`src/rtl/irq_entry_pkg.sv`:
```
package irq_entry_pkg;
  typedef enum logic [2:0] {
    ST_IDLE,
    ST_PUSH_PSW,
    ST_PUSH_PC,
    ST_FETCH,
    ST_LOAD
  } entry_st_e;

  localparam int unsigned WORD_BYTES = 4;
endpackage

```
`src/rtl/irq_vec_addr.sv`:
```
module irq_vec_addr #(
  parameter int unsigned IRQ_W = 5,
  parameter int unsigned AW    = 32
) (
  input  logic [IRQ_W-1:0] num_i,
  output logic [AW-1:0]    addr_o
);
  localparam int unsigned PAD_W = AW - IRQ_W - 2;

  // table entry i at byte address 4*i
  assign addr_o = {{PAD_W{1'b0}}, num_i, 2'b00};
endmodule

```
`src/rtl/irq_stack_calc.sv`:
```
module irq_stack_calc #(
  parameter int unsigned AW = 32
) (
  input  logic [AW-1:0] sp_i,
  output logic [AW-1:0] slot_psw_o,
  output logic [AW-1:0] slot_pc_o
);
  import irq_entry_pkg::*;

  localparam logic [AW-1:0] STEP = AW'(WORD_BYTES);

  // downward-growing stack, status word pushed first
  assign slot_psw_o = sp_i - STEP;
  assign slot_pc_o  = sp_i - (STEP << 1);
endmodule

```
`src/rtl/irq_psw_mask.sv`:
```
module irq_psw_mask #(
  parameter int unsigned DW     = 32,
  parameter int unsigned IE_BIT = 0
) (
  input  logic [DW-1:0] psw_i,
  output logic          ie_o,
  output logic [DW-1:0] psw_masked_o
);
  localparam logic [DW-1:0] IE_MASK = DW'(1) << IE_BIT;

  assign ie_o         = psw_i[IE_BIT];
  assign psw_masked_o = psw_i & ~IE_MASK;
endmodule

```
`src/rtl/irq_entry_seq.sv`:
```
module irq_entry_seq #(
  parameter int unsigned IRQ_W  = 5,
  parameter int unsigned AW     = 32,
  parameter int unsigned DW     = 32,
  parameter int unsigned IE_BIT = 0
) (
  input  logic             clk_i,
  input  logic             rst_ni,
  input  logic             irq_req_i,
  input  logic [IRQ_W-1:0] irq_num_i,
  input  logic [DW-1:0]    psw_i,
  input  logic [AW-1:0]    pc_i,
  input  logic [AW-1:0]    sp_i,
  output logic             mem_req_o,
  output logic             mem_we_o,
  output logic [AW-1:0]    mem_addr_o,
  output logic [DW-1:0]    mem_wdata_o,
  input  logic             mem_rdy_i,
  input  logic [DW-1:0]    mem_rdata_i,
  output logic [AW-1:0]    pc_o,
  output logic             pc_we_o,
  output logic [AW-1:0]    sp_o,
  output logic             sp_we_o,
  output logic [DW-1:0]    psw_o,
  output logic             psw_we_o,
  output logic             ack_o,
  output logic             busy_o
);
  import irq_entry_pkg::*;

  entry_st_e        state_q, state_d;
  logic [IRQ_W-1:0] num_q;
  logic [DW-1:0]    psw_q;
  logic [AW-1:0]    pc_q, sp_q, vec_q;

  logic             ie_in, ie_unused;
  logic [DW-1:0]    psw_in_masked, psw_save_masked;
  logic [AW-1:0]    vec_addr, slot_psw, slot_pc;
  logic             accept, st_load;

  irq_psw_mask #(.DW(DW), .IE_BIT(IE_BIT)) u_mask_in (
    .psw_i        (psw_i),
    .ie_o         (ie_in),
    .psw_masked_o (psw_in_masked)
  );

  irq_psw_mask #(.DW(DW), .IE_BIT(IE_BIT)) u_mask_save (
    .psw_i        (psw_q),
    .ie_o         (ie_unused),
    .psw_masked_o (psw_save_masked)
  );

  irq_vec_addr #(.IRQ_W(IRQ_W), .AW(AW)) u_vec (
    .num_i  (num_q),
    .addr_o (vec_addr)
  );

  irq_stack_calc #(.AW(AW)) u_stack (
    .sp_i       (sp_q),
    .slot_psw_o (slot_psw),
    .slot_pc_o  (slot_pc)
  );

  assign accept  = (state_q == ST_IDLE) && irq_req_i && ie_in;
  assign st_load = (state_q == ST_LOAD);

  always_comb begin
    state_d = state_q;
    unique case (state_q)
      ST_IDLE:     if (accept)    state_d = ST_PUSH_PSW;
      ST_PUSH_PSW: if (mem_rdy_i) state_d = ST_PUSH_PC;
      ST_PUSH_PC:  if (mem_rdy_i) state_d = ST_FETCH;
      ST_FETCH:    if (mem_rdy_i) state_d = ST_LOAD;
      ST_LOAD:                    state_d = ST_IDLE;
      default:                    state_d = ST_IDLE;
    endcase
  end

  always_ff @(posedge clk_i or negedge rst_ni) begin
    if (!rst_ni) begin
      state_q <= ST_IDLE;
      num_q   <= '0;
      psw_q   <= '0;
      pc_q    <= '0;
      sp_q    <= '0;
      vec_q   <= '0;
    end else begin
      state_q <= state_d;
      if (accept) begin
        num_q <= irq_num_i;
        psw_q <= psw_i;
        pc_q  <= pc_i;
        sp_q  <= sp_i;
      end
      if (state_q == ST_FETCH && mem_rdy_i) vec_q <= mem_rdata_i[AW-1:0];
    end
  end

  always_comb begin
    mem_req_o   = 1'b0;
    mem_we_o    = 1'b0;
    mem_addr_o  = '0;
    mem_wdata_o = '0;
    unique case (state_q)
      ST_PUSH_PSW: begin
        mem_req_o   = 1'b1;
        mem_we_o    = 1'b1;
        mem_addr_o  = slot_psw;
        mem_wdata_o = psw_q;
      end
      ST_PUSH_PC: begin
        mem_req_o   = 1'b1;
        mem_we_o    = 1'b1;
        mem_addr_o  = slot_pc;
        mem_wdata_o = DW'(pc_q);
      end
      ST_FETCH: begin
        mem_req_o  = 1'b1;
        mem_addr_o = vec_addr;
      end
      default: ;
    endcase
  end

  assign pc_o     = st_load ? vec_q : '0;
  assign sp_o     = st_load ? slot_pc : '0;
  assign psw_o    = st_load ? psw_save_masked : '0;
  assign pc_we_o  = st_load;
  assign sp_we_o  = st_load;
  assign psw_we_o = st_load;
  assign ack_o    = st_load;
  assign busy_o   = (state_q != ST_IDLE);


  hold_until_rdy_chk: assert property (@(posedge clk_i) disable iff (!rst_ni)
    mem_req_o && !mem_rdy_i |=> mem_req_o && $stable(mem_addr_o)
                                && $stable(mem_we_o) && $stable(mem_wdata_o));


  first_push_chk: assert property (@(posedge clk_i) disable iff (!rst_ni)
    $rose(busy_o) |-> mem_req_o && mem_we_o
                      && mem_addr_o == $past(sp_i) - AW'(WORD_BYTES));


  vec_align_chk: assert property (@(posedge clk_i) disable iff (!rst_ni)
    mem_req_o && !mem_we_o |-> mem_addr_o[1:0] == 2'b00);


  ack_single_chk: assert property (@(posedge clk_i) disable iff (!rst_ni)
    ack_o |=> !ack_o && !busy_o);


  ie_cleared_chk: assert property (@(posedge clk_i) disable iff (!rst_ni)
    ack_o |-> psw_we_o && !psw_o[IE_BIT]);
endmodule

```
`config.mk`:
```
export PLATFORM = sky130hd
export DESIGN_NAME = irq_entry_seq
export DESIGN_NICKNAME = d
export VERILOG_FILES = /design/src/rtl/irq_entry_pkg.sv /design/src/rtl/irq_vec_addr.sv /design/src/rtl/irq_stack_calc.sv /design/src/rtl/irq_psw_mask.sv /design/src/rtl/irq_entry_seq.sv
export SDC_FILE = /design/constraint.sdc
export NUM_CORES = 1
export LEC_CHECK = 0
export ABC_CLOCK_PERIOD_IN_PS = 2700
export BUFFER_PORTS_ARGS = -buffer_cell sky130_fd_sc_hd__clkbuf_2
export CAP_MARGIN = 20
export CORE_MARGIN = 2
export CORE_UTILIZATION = 52
export DETAILED_ROUTE_END_ITERATION = 6
export PLACE_DENSITY = 0.86
export REMOVE_ABC_BUFFERS = 1
export SLEW_MARGIN = 10
export SYNTH_ARGS = -nofsm -noshare
export SYNTH_HDL_FRONTEND = slang
export SYNTH_HIERARCHICAL = 1
export SYNTH_SLANG_ARGS = --single-unit
```
`constraint.sdc`:
```
create_clock -name clk_i -period 2.7 [get_ports clk_i]
set_input_delay 0.135 -clock clk_i [delete_from_list [all_inputs] [get_ports clk_i]]
set_output_delay 0.135 -clock clk_i [all_outputs]
set_load 0.1 [all_outputs]
```
# [Yosys cells after proc, flatten, opt, wreduce, memory -nomap -nowiden]
# Index checks and enable logic that the tools add are counted.
# Widths: inputs -> output; s select.
[classes] n_addsub=2 n_eq_ne=8 n_mux=12 reduce_logical=8
[ops] operator="$mux 32" n=3
[ops] operator="$pmux 32 s3" n=1
[ops] operator="$pmux 32 s2" n=1
[ops] operator="$sub 32x3->32 const B" n=1
[ops] operator="$sub 32x4->32 const B" n=1
[ops] operator="$mux 3" n=4
[ops] operator="$pmux 3 s4" n=1
[ops] operator="$ne 2x2->1 const B" n=4
[ops] operator="$eq 3x2->1 const B" n=2
[ops] operator="$reduce_and 4->1" n=1
[ops] operator="$eq 3x1->1 const B" n=1
[ops] operator="$eq 3x3->1 const B" n=1
[ops] operator="$logic_and 1x1->1" n=3
[ops] operator="$logic_not 3->1" n=1
[ops] operator="$reduce_bool 3->1" n=1
[ops] operator="$reduce_or 3->1" n=1
[ops] operator="$mux 1" n=2
[ops] operator="$reduce_or 2->1" n=1
[totals] reg_bits=136 output_inout_bits=167 elab_cells=36

# [Depth between registers and ports, before layout]
[logic_depth] word_depth=5 mapped_depth=9 depth_no_buf=9

# [Cells and area by module]
# The synthesis kept the hierarchy.
[modules_own_cells] module="irq_entry_seq" n_inst=1 cells_per_inst=575 area_each_um2=6942.9 seq_area_each_um2=3403.3
[modules_own_cells] module="irq_stack_calc" n_inst=1 cells_per_inst=177 area_each_um2=1233.7 seq_area_each_um2=0.0
[modules_own_cells] module="irq_psw_mask" n_inst=2 cells_per_inst=34 area_each_um2=251.5 seq_area_each_um2=0.0
[modules_own_cells] module="irq_vec_addr" n_inst=1 cells_per_inst=33 area_each_um2=244.0 seq_area_each_um2=0.0

# [Worst setup path after synthesis]
# No wires, ideal clock.
[synth_path] kind="flip-flop to output port" from="reg sp_q[3]" to="out mem_addr_o[31]" arrival_time_ns=3.212 setup_slack_ns=-0.647 path_stages_with_launch=10 path_buffers=0 cell_sequence="dfrtp_1 > inv_1 > ha_1 > nor4b_2 > nand4_1 > nor4_2 > xor2_1 > mux2_2 > a22oi_1 > nor2_1"
[synth_between] elab_chain_len=2 word_cells_on_any_way=3 cone_classes="add/sub (2); mux (1)"
[synth_rtl] element="start: declaration" line="irq_entry_seq.sv:34" source="logic [AW-1:0] pc_q, sp_q, vec_q;"
[synth_rtl] element="start signal: assignment" line="irq_entry_seq.sv:93" source="sp_q <= sp_i;"
[synth_rtl] element="$sub 32x4->32" line="irq_stack_calc.sv:14" source="assign slot_pc_o = sp_i - (STEP << 1);"
[synth_rtl] element="via slot_pc[31]" line="irq_entry_seq.sv:38" source="logic [AW-1:0] vec_addr, slot_psw, slot_pc;"
[synth_rtl] element="$pmux 32 s3" line="irq_entry_seq.sv:104" source="unique case (state_q)"
[synth_rtl] element="end: declaration" line="irq_entry_seq.sv:16" source="output logic [AW-1:0] mem_addr_o,"
# The timed path passes the listed nets, and every way through them passes these cells.

# [Final worst setup path]
[layout_path] from="reg sp_q[3]" to="out mem_addr_o[28]"
[layout_between] elab_chain_len=2 word_cells_on_any_way=3 cone_classes="add/sub (2); mux (1)"
[layout_rtl] element="$sub 32x3->32" line="irq_stack_calc.sv:13" source="assign slot_psw_o = sp_i - STEP;"
[layout_rtl] element="via slot_psw[28]" line="irq_entry_seq.sv:38"
[layout_rtl] element="$pmux 32 s3" line="irq_entry_seq.sv:104"
# The timed path passes the listed nets, and every way through them passes these cells.

==> run summary <==
=================================================================================
Status                                                               finished, violations left
Failing checks                                                       setup timing
Initial DRC Count                                                           1,138
I/O pin count                                                                 304
Post-detailed-route count of antenna-violating nets                             0
Sequential cell area                                                     3430 um2
TritonCTS clock tree                                                        built
Area of combinational cells with multiple inputs                         4820 um2
Overall via count from detail_route                                         9,307
Cell Count Post-Placement                                                   1,245
Source-to-sink clock delay at the later pin of the worst-skew pair        0.43 ns
Residual DRC                                                                    0
Min-delay src                                                        mem_rdata_i[12]
Startpoint type of the worst setup path                                      flop
Effective utilization at floorplan                                          0.527
Gp weighted congestion                                                      0.882
Worst Setup Slack post-DPL                                              0.0190 ns
Pin count of the biggest net entering global routing                          110
CTS max path bufs                                                               2
Setup Crit Path Kind                                                   reg -> out
Post-route minimum period                                                 3.23 ns
Post-route setup slack                                                  -0.527 ns
Worst flop-to-flop path startpoint                                     state_q[2]
Commonest non-fill, non-tap cell in the layout                       sky130_fd_sc_hd__buf_12
Wire length of the first global-routing pass                              56.4 mm
Die outline height                                                         133 um
DIE WIDTH                                                                  133 um
Vias in the first global route                                              9,601
Setup Skew                                                              0.0157 ns
Part of the cycle the worst path needs                                       1.20
Max Cap Viol                                                                    0
Synth Area per Inst                                                      10.6 um2
Final non-filler cell area                                             15,100 um2
Actual transition at the worst max-transition pin                        0.967 ns
Arr. time, crit path                                                      3.09 ns
Final wirelength                                                          40.9 mm
Clock Root Buffer                                                    sky130_fd_sc_hd__clkbuf_16
Number of nets in the final layout                                          1,367
Critical Path Sink Type                                               output port
CTS clock-pin slew for the worst setup and hold paths                     0.06 ns
Total core area                                                        16,500 um2
Fraction of layout instances using a drive strength above 1                 0.530
Cell count after synthesis                                                    819
Critical path peak fanout                                                       6
Number of detailed-route iterations in the first pass                           5
Overall die area                                                       17,700 um2
Count of input and output buffers                                             302
Std cell rows                                                                  47
Overall fraction of global-route tracks in use                              0.418
Number of clock buffers inserted by TritonCTS                                  17
Routed len/inst                                                           28.0 um
Sink of the worst hold path                                             vec_q[12]
Required time at the worst-slack endpoint                                 2.57 ns
Most frequent cells in the layout                                    sky130_fd_sc_hd__buf_12, sky130_fd_sc_hd__mux2_2, sky130_fd_sc_hd__clkbuf_2
Sum of negative setup slack                                              -8.84 ns
R2R setup slack                                                           0.50 ns
Count of endpoints failing hold in the final timing report                      0
Final global-route overflow total                                               0
Number of levels the H-tree was split into                                      4
Rel. slew slack                                                             0.357
Final setup violation count                                                    36
Final-report max-slew violation count                                           0
Yosys Warn Count                                                                6
Final non-filler cell total                                                 1,462
Sink count of the clock tree                                                  136
Placed cell areas                                                      12,400 um2
Synth Cell Area                                                          8670 um2
Hold path depth                                                                 2
Half-perimeter wire length of the detailed placement result               20.0 mm
Reg2Reg Capture Point                                                    sp_q[30]
Avg Vias per Cell                                                            6.37
Relative area change from synthesis to final layout                         74.4%
Depth of the most critical reg-to-reg path                                      4
Class of the most critical hold timing path                             in -> reg
Filler cells                                                                  530
RSZ-0062 raised after global routing                                         true
Maximum frequency from static timing analysis                           0.310 GHz
Initial antenna violation count                                                 3
=================================================================================
registers in the layout (all words and copies together) (netlist names):
name,count
pc_q,32
psw_q,32
sp_q,32
vec_q,32
num_q,5
state_q,3
final cells by class:
cell class                 count  share of cell area
clock inverter                11             0.00984
timing repair buffer         512               0.395
antenna                        3            0.000496
multi-input combinational    554               0.318
clock buffer                  19              0.0293
tap                          220              0.0182
sequential                   136               0.227
inverter                       7             0.00174
critical path, cell delays in order, from the launching register on:
cell                      delay [ns]
sky130_fd_sc_hd__dfrtp_1        0.40
sky130_fd_sc_hd__inv_2          0.10
sky130_fd_sc_hd__buf_4          0.12
sky130_fd_sc_hd__ha_1           0.17
sky130_fd_sc_hd__nor3b_4        0.44
sky130_fd_sc_hd__nand3_2        0.24
sky130_fd_sc_hd__nor4_2         0.26
sky130_fd_sc_hd__xor2_1         0.27
sky130_fd_sc_hd__a22oi_1        0.15
sky130_fd_sc_hd__nor2_1         0.29
sky130_fd_sc_hd__buf_12         0.22
timing repair:
action                                 4_1_cts  5_1_grt
pin swaps                                   26       22
cloned                                       0        0
setup buffers                               24       29
resized for setup                           55       40
hold buffers                               131        0
endpoints found under the hold margin      214        0
setup endpoints to repair                   37       35
how the worst max path moves through the flow:
stage	start	cells past startpoint	end	slack, ns
finish	sp_q[3]	10	mem_addr_o[28]	-0.53
global route	sp_q[3]	10	mem_addr_o[28]	-0.52
CTS	sp_q[23]	8	mem_addr_o[31]	-0.18
detailed placement	sp_q[3]	11	mem_addr_o[27]	0.02
global placement	sp_q[3]	11	mem_addr_o[27]	0.11
floorplan	state_q[0]	2	ack_o	-3.28
routing by layer:
| metal | vias to the layer above | share of wire | track usage |
|---|---|---|---|
| met5 | - | 0 | 0 |
| li1 | 3616 | - | - |
| met2 | 868 | 0.49 | 0.726 |
| met4 | 0 | 0.096 | 0.293 |
| met1 | 4497 | 0.32 | 0.444 |
| met3 | 326 | 0.093 | 0.108 |
per-stage QoR:
| step | hold slack (ns) | utilization |
|---|---|---|
| CTS | 0.0104 | 0.892 |
| global route | 0.0116 | 0.919 |
| detailed placement | 0.256 | 0.752 |
| floorplan | -0.161 | - |
| finish | 0.0316 | 0.919 |
| global placement | 0.258 | 0.752 |
Power is not shown: default switching activity piles up to over one toggle a cycle in this logic, so the estimate is an artifact.
